### src/rtl/ifq_pkg.sv
package ifq_pkg;
    typedef enum logic [1:0] {
        FS_IDLE = 2'd0,
        FS_REQ  = 2'd1,
        FS_DATA = 2'd2
    } fetch_state_e;
endpackage

### src/rtl/ifq_bytes.sv
// Byte queue: up to two bytes pushed and one popped per cycle.
// DEPTH must be a power of two so the pointers wrap naturally.
module ifq_bytes #(
    parameter int DEPTH = 4,
    localparam int PW   = $clog2(DEPTH),
    localparam int CNTW = $clog2(DEPTH + 1)
) (
    input  logic            clk,
    input  logic            rst_n,
    input  logic            clr,
    input  logic [1:0]      push_cnt,
    input  logic [7:0]      push_b0,
    input  logic [7:0]      push_b1,
    input  logic            pop,
    output logic [7:0]      head,
    output logic [CNTW-1:0] count
);
    typedef struct packed {
        logic [DEPTH-1:0][7:0] mem;
        logic [PW-1:0]         rd;
        logic [PW-1:0]         wr;
        logic [CNTW-1:0]       cnt;
    } qst_t;

    qst_t q_q, q_d;
    logic [PW-1:0] wr1;

    always_comb begin
        q_d = q_q;
        wr1 = q_q.wr + 1'b1;
        if (clr) begin
            q_d.rd  = '0;
            q_d.wr  = '0;
            q_d.cnt = '0;
        end else begin
            for (int i = 0; i < DEPTH; i++) begin
                if (push_cnt != 2'd0 && q_q.wr == PW'(i)) q_d.mem[i] = push_b0;
                if (push_cnt == 2'd2 && wr1 == PW'(i))    q_d.mem[i] = push_b1;
            end
            q_d.wr  = q_q.wr + PW'(push_cnt);
            q_d.rd  = q_q.rd + PW'(pop);
            q_d.cnt = q_q.cnt + CNTW'(push_cnt) - CNTW'(pop);
        end
    end

    always_ff @(posedge clk or negedge rst_n) begin
        if (!rst_n) q_q <= '0;
        else        q_q <= q_d;
    end

    assign head  = q_q.mem[q_q.rd];
    assign count = q_q.cnt;

    p_depth_r7: assert property (@(posedge clk) disable iff (!rst_n)
        q_q.cnt <= CNTW'(DEPTH));
    p_flush_empty_r8: assert property (@(posedge clk) disable iff (!rst_n)
        clr |=> (q_q.cnt == '0));
endmodule

### src/rtl/ifq_fetch.sv
// Fetch sequencer: decides when to prefetch, drives the bus request and
// strobes, and picks the byte lanes of the returning word.
module ifq_fetch
    import ifq_pkg::*;
#(
    parameter int             AW         = 16,
    parameter int             DEPTH      = 4,
    parameter logic [AW-1:0]  RESET_ADDR = '0,
    parameter logic [AW-1:0]  EXT_BASE   = AW'(1) << (AW - 1),
    localparam int            CNTW       = $clog2(DEPTH + 1)
) (
    input  logic            clk,
    input  logic            rst_n,
    input  logic [CNTW-1:0] count,
    input  logic            flush,
    input  logic [AW-1:0]   flush_addr,
    input  logic            byte_mode,
    input  logic            dside_req,
    output logic            bus_req,
    input  logic            bus_gnt,
    output logic [AW-1:0]   bus_addr,
    output logic            bus_a0,
    output logic            bus_bhe_n,
    input  logic            bus_rvalid,
    input  logic [15:0]     bus_rdata,
    output logic [1:0]      push_cnt,
    output logic [7:0]      push_b0,
    output logic [7:0]      push_b1
);
    typedef struct packed {
        fetch_state_e  st;
        logic [AW-1:0] pc;
        logic          pair;
        logic          drop;
    } fst_t;

    fst_t f_q, f_d;
    logic need_pair, starve, room, granted, take;

    always_comb begin
        need_pair = !f_q.pc[0] && !(byte_mode && (f_q.pc >= EXT_BASE));
        starve    = (count == '0) || ((count == CNTW'(1)) && !dside_req);
        room      = (int'(count) + (need_pair ? 2 : 1)) <= DEPTH;
        bus_req   = (f_q.st == FS_REQ) && !dside_req;
        granted   = bus_req && bus_gnt;
        take      = (f_q.st == FS_DATA) && bus_rvalid && !f_q.drop && !flush;

        f_d = f_q;
        unique case (f_q.st)
            FS_IDLE: begin
                if (flush)              f_d.pc = flush_addr;
                else if (starve && room) f_d.st = FS_REQ;
            end
            FS_REQ: begin
                if (granted) begin
                    f_d.st   = FS_DATA;
                    f_d.pair = need_pair;
                    f_d.drop = flush;
                end else if (flush) begin
                    f_d.st = FS_IDLE;
                end
                if (flush) f_d.pc = flush_addr;
            end
            FS_DATA: begin
                if (bus_rvalid) f_d.st = FS_IDLE;
                if (flush) begin
                    f_d.pc   = flush_addr;
                    f_d.drop = 1'b1;
                end else if (take) begin
                    f_d.pc = f_q.pc + (f_q.pair ? AW'(2) : AW'(1));
                end
            end
            default: f_d.st = FS_IDLE;
        endcase

        push_cnt = take ? (f_q.pair ? 2'd2 : 2'd1) : 2'd0;
        push_b0  = (!f_q.pair && f_q.pc[0]) ? bus_rdata[15:8] : bus_rdata[7:0];
        push_b1  = bus_rdata[15:8];
    end

    always_ff @(posedge clk or negedge rst_n) begin
        if (!rst_n) f_q <= '{st: FS_IDLE, pc: RESET_ADDR, pair: 1'b0, drop: 1'b0};
        else        f_q <= f_d;
    end

    assign bus_addr  = f_q.pc;
    assign bus_a0    = f_q.pc[0];
    assign bus_bhe_n = !(f_q.pc[0] || need_pair);

    p_room_r7: assert property (@(posedge clk) disable iff (!rst_n)
        (f_q.st == FS_REQ) |-> ((int'(count) + (need_pair ? 2 : 1)) <= DEPTH));
    p_lanes_r6: assert property (@(posedge clk) disable iff (!rst_n)
        bus_req |-> !(bus_a0 && bus_bhe_n));
    p_pair_even_r3: assert property (@(posedge clk) disable iff (!rst_n)
        (push_cnt == 2'd2) |-> !bus_addr[0]);
    p_odd_single_r4: assert property (@(posedge clk) disable iff (!rst_n)
        (push_cnt != 2'd0 && bus_addr[0]) |-> (push_cnt == 2'd1));
endmodule

### src/rtl/ifq_ctrl.sv
module ifq_ctrl #(
    parameter int             AW         = 16,
    parameter int             DEPTH      = 4,
    parameter logic [AW-1:0]  RESET_ADDR = '0,
    parameter logic [AW-1:0]  EXT_BASE   = AW'(1) << (AW - 1)
) (
    input  logic          clk,
    input  logic          rst_n,
    input  logic          cpu_req,
    output logic          cpu_stall,
    output logic [7:0]    cpu_byte,
    input  logic          flush,
    input  logic [AW-1:0] flush_addr,
    input  logic          byte_mode,
    input  logic          dside_req,
    output logic          bus_req,
    input  logic          bus_gnt,
    output logic [AW-1:0] bus_addr,
    output logic          bus_a0,
    output logic          bus_bhe_n,
    input  logic          bus_rvalid,
    input  logic [15:0]   bus_rdata
);
    localparam int CNTW = $clog2(DEPTH + 1);

    logic [CNTW-1:0] count;
    logic [1:0]      push_cnt;
    logic [7:0]      push_b0, push_b1;
    logic            pop;

    assign cpu_stall = cpu_req && (count == '0);
    assign pop       = cpu_req && (count != '0) && !flush;

    ifq_bytes #(.DEPTH(DEPTH)) u_bytes (
        .clk      (clk),
        .rst_n    (rst_n),
        .clr      (flush),
        .push_cnt (push_cnt),
        .push_b0  (push_b0),
        .push_b1  (push_b1),
        .pop      (pop),
        .head     (cpu_byte),
        .count    (count)
    );

    ifq_fetch #(
        .AW(AW), .DEPTH(DEPTH), .RESET_ADDR(RESET_ADDR), .EXT_BASE(EXT_BASE)
    ) u_fetch (
        .clk        (clk),
        .rst_n      (rst_n),
        .count      (count),
        .flush      (flush),
        .flush_addr (flush_addr),
        .byte_mode  (byte_mode),
        .dside_req  (dside_req),
        .bus_req    (bus_req),
        .bus_gnt    (bus_gnt),
        .bus_addr   (bus_addr),
        .bus_a0     (bus_a0),
        .bus_bhe_n  (bus_bhe_n),
        .bus_rvalid (bus_rvalid),
        .bus_rdata  (bus_rdata),
        .push_cnt   (push_cnt),
        .push_b0    (push_b0),
        .push_b1    (push_b1)
    );

    p_prio_r9: assert property (@(posedge clk) disable iff (!rst_n)
        dside_req |-> !bus_req);
endmodule

### config.mk
export PLATFORM = sky130hd
export DESIGN_NAME = ifq_ctrl
export DESIGN_NICKNAME = d
export VERILOG_FILES = /design/src/rtl/ifq_pkg.sv /design/src/rtl/ifq_bytes.sv /design/src/rtl/ifq_fetch.sv /design/src/rtl/ifq_ctrl.sv
export SDC_FILE = /design/constraint.sdc
export NUM_CORES = 1
export LEC_CHECK = 0
export ABC_AREA = 1
export ABC_CLOCK_PERIOD_IN_PS = 3000
export BUFFER_PORTS_ARGS = -buffer_cell sky130_fd_sc_hd__clkbuf_2
export CORE_AREA = 2 2 88 90
export CTS_BUF_LIST = sky130_fd_sc_hd__clkbuf_8 sky130_fd_sc_hd__clkbuf_16
export DETAILED_ROUTE_END_ITERATION = 8
export DIE_AREA = 0 0 90 92
export PLACE_DENSITY_LB_ADDON = 0.08
export SETUP_SLACK_MARGIN = 0.1
export SYNTH_ARGS = -nofsm -noshare
export SYNTH_HDL_FRONTEND = slang
export SYNTH_SLANG_ARGS = --single-unit
### constraint.sdc
create_clock -name clk -period 3 [get_ports clk]
set_input_delay 0 -clock clk [delete_from_list [all_inputs] [get_ports clk]]
set_output_delay 0 -clock clk [all_outputs]
set_load 0.05 [all_outputs]
==> results of run 1 <==
## cells by family after synthesis
| logic type | synth area share (%) |
|---|---|
| compound gates | 8.38 |
| xor+xnor | 0.863 |
| fa+ha+maj | 3.95 |
| buf+inv | 11.2 |
| flops | 36.4 |
| simple gates | 39.3 |
## repair_timing
item,CTS,global route
hold buffers,12,0
gates resized for setup,0,0
endpoints found under the hold margin,53,0
## sequential cells by signal (all words and copies together), names as in the netlist
register / flops
u_bytes.q_q: 36
u_fetch.f_q: 4
u_bytes.count: 3
u_fetch.bus_addr: 16
## layout by cell type, fill, tap and decap left out, types with 4 or more instances in the layout
master / netlist / routed
sky130_fd_sc_hd__nand2_1: 173 / 173
sky130_fd_sc_hd__nand3_1: 100 / 100
sky130_fd_sc_hd__clkbuf_2: 1 / 67
sky130_fd_sc_hd__dfrtp_1: 59 / 59
sky130_fd_sc_hd__inv_1: 57 / 58
sky130_fd_sc_hd__nor2_1: 46 / 46
sky130_fd_sc_hd__o21ai_0: 40 / 40
sky130_fd_sc_hd__dlygate4sd3_1: 0 / 12
sky130_fd_sc_hd__a21oi_1: 11 / 11
sky130_fd_sc_hd__or2_2: 11 / 11
sky130_fd_sc_hd__clkbuf_8: 0 / 10
sky130_fd_sc_hd__nand2_2: 9 / 9
sky130_fd_sc_hd__o22ai_1: 8 / 8
sky130_fd_sc_hd__ha_1: 8 / 8
sky130_fd_sc_hd__buf_4: 19 / 8
sky130_fd_sc_hd__nand4_1: 7 / 7
sky130_fd_sc_hd__xor2_1: 4 / 4
## final timing paths
check                                                 start  slack [ns]                               to  cells past startpoint
worst max-delay path            u_fetch.f_q[18]$_DFFE_PN0P_        0.78       u_bytes.count[2]$_DFF_PN0_                     12
worst min-delay path                          flush_addr[4]      -0.008  u_fetch.bus_addr[4]$_DFFE_PN0P_                      5
max in group asynchronous                             rst_n        1.87  u_fetch.bus_addr[8]$_DFFE_PN0P_                      3
worst min register to register  u_bytes.q_q[28]$_DFFE_PN0P_        0.48      u_bytes.q_q[28]$_DFFE_PN0P_                      2
min in group asynchronous                             rst_n        0.36      u_bytes.q_q[29]$_DFFE_PN0P_                      2
worst max register to register  u_fetch.f_q[18]$_DFFE_PN0P_        0.78       u_bytes.count[2]$_DFF_PN0_                     12
## worst max-delay path, delay by kind of cell (launching register included)
family,cells,cell delay [ns]
buffers and inverters,3,0.18
adder cells (fa/ha/maj),3,0.82
AND/OR/NAND/NOR,4,0.42
AO/OA/AOI/OAI,2,0.26
flip-flops,1,0.43
## per-layer routing
layer	GRT usage, %	share of wire (%)
met4	9.74	2.8
met5	0	0
met1	36.8	42
met2	48.6	49
met3	4.19	6.1
## per-stage QoR
step                      hold WS, ns  total power, mW  worst slack [ns]  std cells
after floorplan                -0.296             2.35             0.289        590
after global placement          0.226             2.62             0.898        732
after detailed placement        0.230             2.65             0.798        732
after CTS                    0.000101             3.40             0.777        760
after global routing           0.0123             3.65             0.543        760
final                        -0.00789             3.40             0.779        760
## synth_stat cells
master / count / share of area [%]
sky130_fd_sc_hd__inv_1: 57 / 5.3
sky130_fd_sc_hd__nor2_2: 3 / 0.46
sky130_fd_sc_hd__dfrtp_1: 59 / 36
sky130_fd_sc_hd__buf_2: 4 / 0.49
sky130_fd_sc_hd__nand4_1: 7 / 1.1
sky130_fd_sc_hd__inv_2: 2 / 0.19
sky130_fd_sc_hd__clkbuf_1: 8 / 0.74
sky130_fd_sc_hd__o21ai_0: 40 / 4.9
sky130_fd_sc_hd__nor3b_1: 1 / 0.19
sky130_fd_sc_hd__ha_1: 8 / 2.5
sky130_fd_sc_hd__nor3_1: 1 / 0.12
sky130_fd_sc_hd__a21boi_0: 1 / 0.19
sky130_fd_sc_hd__nand3_1: 100 / 12
sky130_fd_sc_hd__o211ai_1: 1 / 0.19
sky130_fd_sc_hd__nand2_1: 173 / 16
sky130_fd_sc_hd__o21ai_1: 1 / 0.12
sky130_fd_sc_hd__fa_1: 3 / 1.5
sky130_fd_sc_hd__nand3b_1: 2 / 0.37
sky130_fd_sc_hd__nand2_4: 2 / 0.55
sky130_fd_sc_hd__nand2_2: 9 / 1.4
sky130_fd_sc_hd__o31ai_1: 1 / 0.19
sky130_fd_sc_hd__o22ai_1: 8 / 1.2
sky130_fd_sc_hd__nor2_1: 46 / 4.3
sky130_fd_sc_hd__a21oi_1: 11 / 1.4
sky130_fd_sc_hd__o21bai_1: 1 / 0.19
sky130_fd_sc_hd__or2_2: 11 / 1.7
sky130_fd_sc_hd__clkbuf_2: 1 / 0.12
sky130_fd_sc_hd__buf_4: 19 / 3.5
sky130_fd_sc_hd__nor2_4: 3 / 0.83
sky130_fd_sc_hd__buf_6: 3 / 0.83
sky130_fd_sc_hd__xor2_1: 4 / 0.86
## layout make-up
type                       count  area, um^2
clock buffer                  10         138
clock inverter                 6        56.3
fill                         711        2780
inverter                      59         221
multi-input combinational    437        2130
sequential                    59        1480
tap                          102         128
timing repair buffer          87         515
## report_power, final
part	internal [mW]	switching [mW]
registers	0.985	0.185
clock network	0.399	0.340
logic	0.428	1.06
==> flow_summary.rst, run 1 <==
.. list-table::
   :header-rows: 1

   * - Metric
     - Value
   * - Setup repair bufs after CTS
     - 0
   * - Largest incremental delay on the critical path
     - 0.43 ns
   * - Hold_ws
     - -0.00789 ns
   * - Post-route clock skew
     - just under 0.01 ns
   * - Total wire length
     - 11200 um
   * - Post-CTS clock slew at the launch and capture registers of the worst setup and hold paths
     - approximately 0.07 ns
   * - Portion of the post-synthesis area used by sequential elements
     - 36.4%
   * - Share of layout cells above drive strength 1
     - between 10% and 20%
   * - Hold violation count in the final report
     - 2
   * - Slowest library cell on the worst path
     - sky130_fd_sc_hd__dfrtp_1
   * - Number of DRC violations after detailed-routing iteration 0
     - approximately 300
   * - Cell Chain, Critical Path
     - inv_2 -> nand2_2 -> nor2_4 -> nand2_2 -> nor2_1 -> inv_1 -> ha_1 -> inv_1 -> ha_1 -> fa_1 -> o21ai_0 -> a21oi_1
   * - Clock tree buffer depth
     - 2
   * - Setup TNS
     - 0 ns
   * - Initial core utilization
     - ~55%
   * - Setup-failing EPs final
     - 0
   * - Clock insertion delay at the later pin of the skew report
     - between 0.3 and 0.4 ns
   * - First-pass GRT wire length
     - 18800 um
   * - Post-layout min period
     - between 2 and 2.5 ns
   * - TritonCTS clock tree
     - built
   * - Final core utilization
     - a little over three fifths
   * - Summed instance area of the synthesized netlist
     - just over 4000 um^2
   * - Post-Syn Instances
     - 590
   * - Number of maximum-capacitance constraint violations
     - 0
   * - I/O pin count
     - 68
   * - Mapped Avg Cell Area
     - 6.88 um^2
   * - Core area
     - ~7400 um^2
   * - DIE HEIGHT
     - between 90 and 100 um
   * - CTS HTree Levels
     - 3
   * - Root buf cell
     - sky130_fd_sc_hd__clkbuf_8
   * - Layout overhead on the synthesized area
     - 14.9%
   * - HP Class
     - in -> reg
   * - Number of global-route vias before repair
     - between 3000 and 4000
   * - Slew HR
     - a little under a third
   * - Maximum number of pins on one net before global-route repair
     - 43
   * - Peak supply drop
     - 0.316 mV
   * - Arrival time at the worst endpoint
     - ~2.5 ns
   * - Die outline area
     - 8280 um^2
   * - Num rows
     - 32
   * - Worst EP required
     - between 3 and 4 ns
   * - Type of element capturing the critical path
     - flip-flop
   * - Routed len/inst
     - between 10 and 15 um
   * - Upper clock frequency limit
     - around 0.45 GHz
   * - Area post-placement
     - ~4400 um^2
   * - Synthesized Nets
     - 641
   * - Status
     - finished with violations
   * - Number of antenna violations at the first check in global routing
     - 0
   * - Number of synthesis warnings
     - 0
   * - Post-route DRC
     - 0
   * - Weighted congestion at the end of routability-driven global placement
     - roughly 0.95
   * - RSZ-0062 raised after global routing
     - false
   * - Initial DRT Pass Iterations
     - 8
   * - Grt ovf
     - 0
   * - Critical Path Fanout Max
     - 5
   * - Vias
     - around 4100
   * - Static Leakage
     - 2.52 nW
   * - Startpoint types
     - flip-flop
   * - Number of nets at the end of the flow
     - 704
   * - Port-buffer cells
     - 67
   * - Worst Tran Pin Value
     - ~1.0 ns
   * - Count of distinct cell types in the synthesized netlist
     - 31
   * - Failing checks
     - hold timing
   * - Remaining number of nets flagged by the antenna check after routing
     - 0
   * - CTS Buf Count
     - 9
   * - Power per cell area
     - 729 nW/um^2
   * - Ratio of routed vias to standard cells
     - around 5.4
   * - Die outline width
     - approximately 90 um
   * - Sinks on the clock net
     - slightly below 60
   * - Period utilization
     - about three quarters
   * - Critical path class
     - reg -> reg
   * - Final design area excluding fillers
     - 4660 um^2
   * - Number of slew-limit violations in the final report
     - 0
   * - Global-route total usage across every layer
     - approximately 28%
   * - Register bit count reported by yosys
     - slightly below 60
   * - Detailed Place HPWL
     - just under 8000 um
   * - Diode count
     - 0
Note: power is estimated with default switching activity, not from simulation.
==> run 2: changes to the inputs <==
Settings changed: ABC_CLOCK_PERIOD_IN_PS 3000 to 1800, CORE_AREA 2 2 88 90 to 2 2 92 94, DIE_AREA 0 0 90 92 to 0 0 94 96.
Clock period 3 ns to 1.8 ns, I/O delays scaled along.
==> flow_summary.rst, run 2 (same netlist as run 1, synthesis figures left out) <==
.. list-table::
   :header-rows: 1

   * - Metric
     - Value
   * - Number of nets at the end of the flow
     - 778 (+11%)
   * - Num rows
     - 33 (+3.1%)
   * - CTS HTree Levels
     - 3 (unchanged)
   * - Hold violation count in the final report
     - 0 (-2)
   * - Initial core utilization
     - 50.4% (-4.1 points)
   * - HP Class
     - in -> reg
   * - Endpoint of the most critical register-to-register path
     - u_bytes.count[1]$_DFF_PN0_
   * - Worst Tran Pin Value
     - 0.436 ns (-0.595 ns)
   * - Power per cell area
     - 1180 nW/um^2 (+62%)
   * - Highest-count cells in the layout ignoring fill and taps
     - sky130_fd_sc_hd__nand2_1 (167), sky130_fd_sc_hd__nand3_1 (89), sky130_fd_sc_hd__clkbuf_2 (63), sky130_fd_sc_hd__dfrtp_1 (58), sky130_fd_sc_hd__buf_4 (54)
   * - Grt ovf
     - 0 (unchanged)
   * - Weighted congestion at the end of routability-driven global placement
     - 0.851 (-11%)
   * - Worst hold path cell count
     - 3 (-2)
   * - Slowest library cell on the worst path
     - sky130_fd_sc_hd__fa_2
   * - TritonCTS clock tree
     - built
   * - Number of DRC violations after detailed-routing iteration 0
     - 230 (-24%)
   * - Worst EP required
     - 2.08 ns (-1.15 ns)
   * - CTS Buf Count
     - 9 (unchanged)
   * - Period utilization
     - 111% (+37 points)
   * - Detailed Place HPWL
     - 8370 um (+5.2%)
   * - Beginning of the worst hold path
     - flush
   * - Setup slack of the worst register-to-register path
     - -0.19 ns (-0.97 ns)
   * - Arrival time at the worst endpoint
     - 2.28 ns (-0.17 ns)
   * - Slew HR
     - 70.8% (+40 points)
   * - Initial DRT Pass Iterations
     - 6 (-2)
   * - Setup TNS
     - -2.25 ns (-2.25 ns)
   * - Type of element capturing the critical path
     - flip-flop
   * - Root buf cell
     - sky130_fd_sc_hd__clkbuf_8
   * - Port-buffer cells
     - 67 (unchanged)
   * - Worst r2r src
     - u_fetch.f_q[18]$_DFFE_PN0P_
   * - Layout overhead on the synthesized area
     - 43.1%
   * - Setup-failing EPs final
     - 34 (+34)
   * - Number of flip-flops in the largest register
     - 36 (unchanged)
   * - Routed len/inst
     - 15.4 um (+4.6%)
   * - Final core utilization
     - 72.1% (+9.5 points)
   * - DIE HEIGHT
     - 96 um (+4.3%)
   * - I/O pin count
     - 68 (unchanged)
   * - Upper clock frequency limit
     - 0.501 GHz (+11%)
   * - Vias
     - 4486 (+10%)
   * - Cell Chain, Critical Path
     - inv_2 -> nand2_4 -> nor2_4 -> nand2_2 -> nor2_2 -> inv_1 -> ha_1 -> inv_1 -> ha_2 -> fa_2 -> inv_2 -> nor2_2
   * - Failing checks
     - setup timing
   * - Final worst setup slack
     - -0.194 ns (-0.973 ns)
   * - RSZ-0062 raised after global routing
     - true
   * - Post-route clock skew
     - 0.00383 ns (-0.00581 ns)
   * - Largest reg by FF count
     - u_bytes.q_q
   * - Status
     - finished with violations
   * - Diode count
     - 0 (unchanged)
   * - Number of maximum-capacitance constraint violations
     - 0 (unchanged)
   * - Maximum number of pins on one net before global-route repair
     - 60 (+40%)
   * - Cell count of the worst reg-to-reg path
     - 12 (unchanged)
   * - Global-route total usage across every layer
     - 28.4% (+0.096 points)
   * - Critical path class
     - reg -> reg
   * - Number of global-route vias before repair
     - 4103 (+10%)
   * - Post-route DRC
     - 0 (unchanged)
   * - Number of slew-limit violations in the final report
     - 0 (unchanged)
   * - Remaining number of nets flagged by the antenna check after routing
     - 0 (unchanged)
   * - Post-CTS clock slew at the launch and capture registers of the worst setup and hold paths
     - 0.07 ns (about the same)
   * - Total area of sequential cells
     - 1480 um^2 (about the same)
   * - Die outline area
     - 9020 um^2 (+9.0%)
   * - Worst Setup SP
     - u_fetch.f_q[18]$_DFFE_PN0P_
   * - Peak supply drop
     - 0.807 mV (+160%)
   * - Filler Cells Inserted
     - 682 (-4.1%)
   * - Most common cell after layout, fill and taps aside
     - sky130_fd_sc_hd__nand2_1
   * - Critical Path Fanout Max
     - 2 (-3)
   * - Static Leakage
     - 2.99 nW (+19%)
   * - Ratio of routed vias to standard cells
     - 5.36 (-0.12%)
   * - End of the worst hold path
     - u_bytes.count[1]$_DFF_PN0_
   * - Die outline width
     - 94 um (+4.4%)
   * - Post-layout min period
     - 1.99 ns (-0.227 ns)
   * - Core area
     - 8050 um^2 (+8.1%)
   * - Sinks on the clock net
     - 59 (unchanged)
   * - Largest incremental delay on the critical path
     - 0.54 ns (+0.11 ns)
   * - Share of layout cells above drive strength 1
     - 33.9% (+16 points)
   * - Clock tree buffer depth
     - 2 (unchanged)
   * - Area of combinational cells with multiple inputs
     - 2390 um^2 (+12%)
   * - Crit path max-delay family
     - adder cells
   * - Startpoint types
     - flip-flop
   * - Number of antenna violations at the first check in global routing
     - 0 (unchanged)
   * - First-pass GRT wire length
     - 19600 um (+4.2%)
   * - Clock insertion delay at the later pin of the skew report
     - 0.35 ns (about the same)
   * - Total wire length
     - 12900 um (+15%)
   * - Critical path buffer and inverter count
     - 4 (+1)
[run 2: changes by cell type in the layout (fill, tap and decap cells not counted), sizes merged]
| cell | previous run | this run |
|---|---|---|
| buf | 8 | 77 |
| clkbuf | 77 | 81 |
| dlygate4sd3 | 12 | 15 |
| inv | 60 | 57 |
| bufinv | 1 | 3 |
| clkinv | 3 | 1 |
| clkinvlp | 1 | 2 |
[run 2: final cells by class]
| type | count | area share [%] |
|---|---|---|
| inverter | 59 | 4.03 |
| clock inverter | 4 | 1.64 |
| timing repair buffer | 161 | 22.6 |
| clock buffer | 12 | 2.84 |
| multi-input combinational | 437 | 41.1 |
| sequential | 59 | 25.4 |
| tap | 105 | 2.26 |
[run 2: per-layer routing]
layer | GRT usage, % | vias to the layer above | routed length [um]
li1 | - | 2181 | -
met3 | 4.07 | 36 | 694
met4 | 15.5 | 0 | 472
met5 | 0 | - | 0
met1 | 34.7 | 2091 | 5170
met2 | 48.6 | 178 | 6540
[run 2: timing repair]
action,CTS,global route
gates cloned,3,5
hold endpoints to repair,73,0
resized for setup,32,54
buffers inserted,15,9
hold buffers,15,0
endpoints found under the setup margin,49,59
pin swaps,13,14
[run 2: where the power goes]
| part | switching (mW) | internal, mW |
|---|---|---|
| clock | 0.560 | 1.03 |
| sequential | 0.305 | 1.64 |
| combinational | 2.09 | 1.22 |
| total | 2.96 | 3.89 |
[run 2: worst max path at each step]
stage | depth (start not counted) | end
after global placement | 12 | u_bytes.count[1]$_DFF_PN0_
after floorplan | 13 | u_bytes.count[1]$_DFF_PN0_
final | 12 | u_bytes.count[1]$_DFF_PN0_
after detailed placement | 12 | u_bytes.count[1]$_DFF_PN0_
after CTS | 12 | u_bytes.count[1]$_DFF_PN0_
after global routing | 12 | u_bytes.count[1]$_DFF_PN0_
[run 2: worst reg2reg max path: stages (launching register included)]
cell and delay (ns):
sky130_fd_sc_hd__dfrtp_1 0.40, sky130_fd_sc_hd__inv_2 0.09, sky130_fd_sc_hd__nand2_4 0.05, sky130_fd_sc_hd__nor2_4 0.09, sky130_fd_sc_hd__nand2_2 0.07, sky130_fd_sc_hd__nor2_2 0.09, sky130_fd_sc_hd__inv_1 0.05, sky130_fd_sc_hd__ha_1 0.26
sky130_fd_sc_hd__inv_1 0.04, sky130_fd_sc_hd__ha_2 0.17, sky130_fd_sc_hd__fa_2 0.54, sky130_fd_sc_hd__inv_2 0.03, sky130_fd_sc_hd__nor2_2 0.06
[run 2: through the flow]
| step | std cells | hold slack, ns | power, mW | cell area [um^2] | worst slack (ns) |
|---|---|---|---|---|---|
| 2_1_floorplan | 590 | -0.296 | 4.03 | 4160 | -0.409 |
| 3_3_place_gp | 775 | 0.0394 | 4.75 | 4770 | -0.202 |
| 3_5_place_dp | 775 | 0.0365 | 4.83 | 4770 | -0.246 |
| 4_1_cts | 823 | 0.00476 | 6.58 | 5480 | -0.195 |
| 5_1_grt | 837 | 0.0398 | 7.24 | 5810 | -0.286 |
| 6_report | 837 | 0.0263 | 6.85 | 5810 | -0.194 |
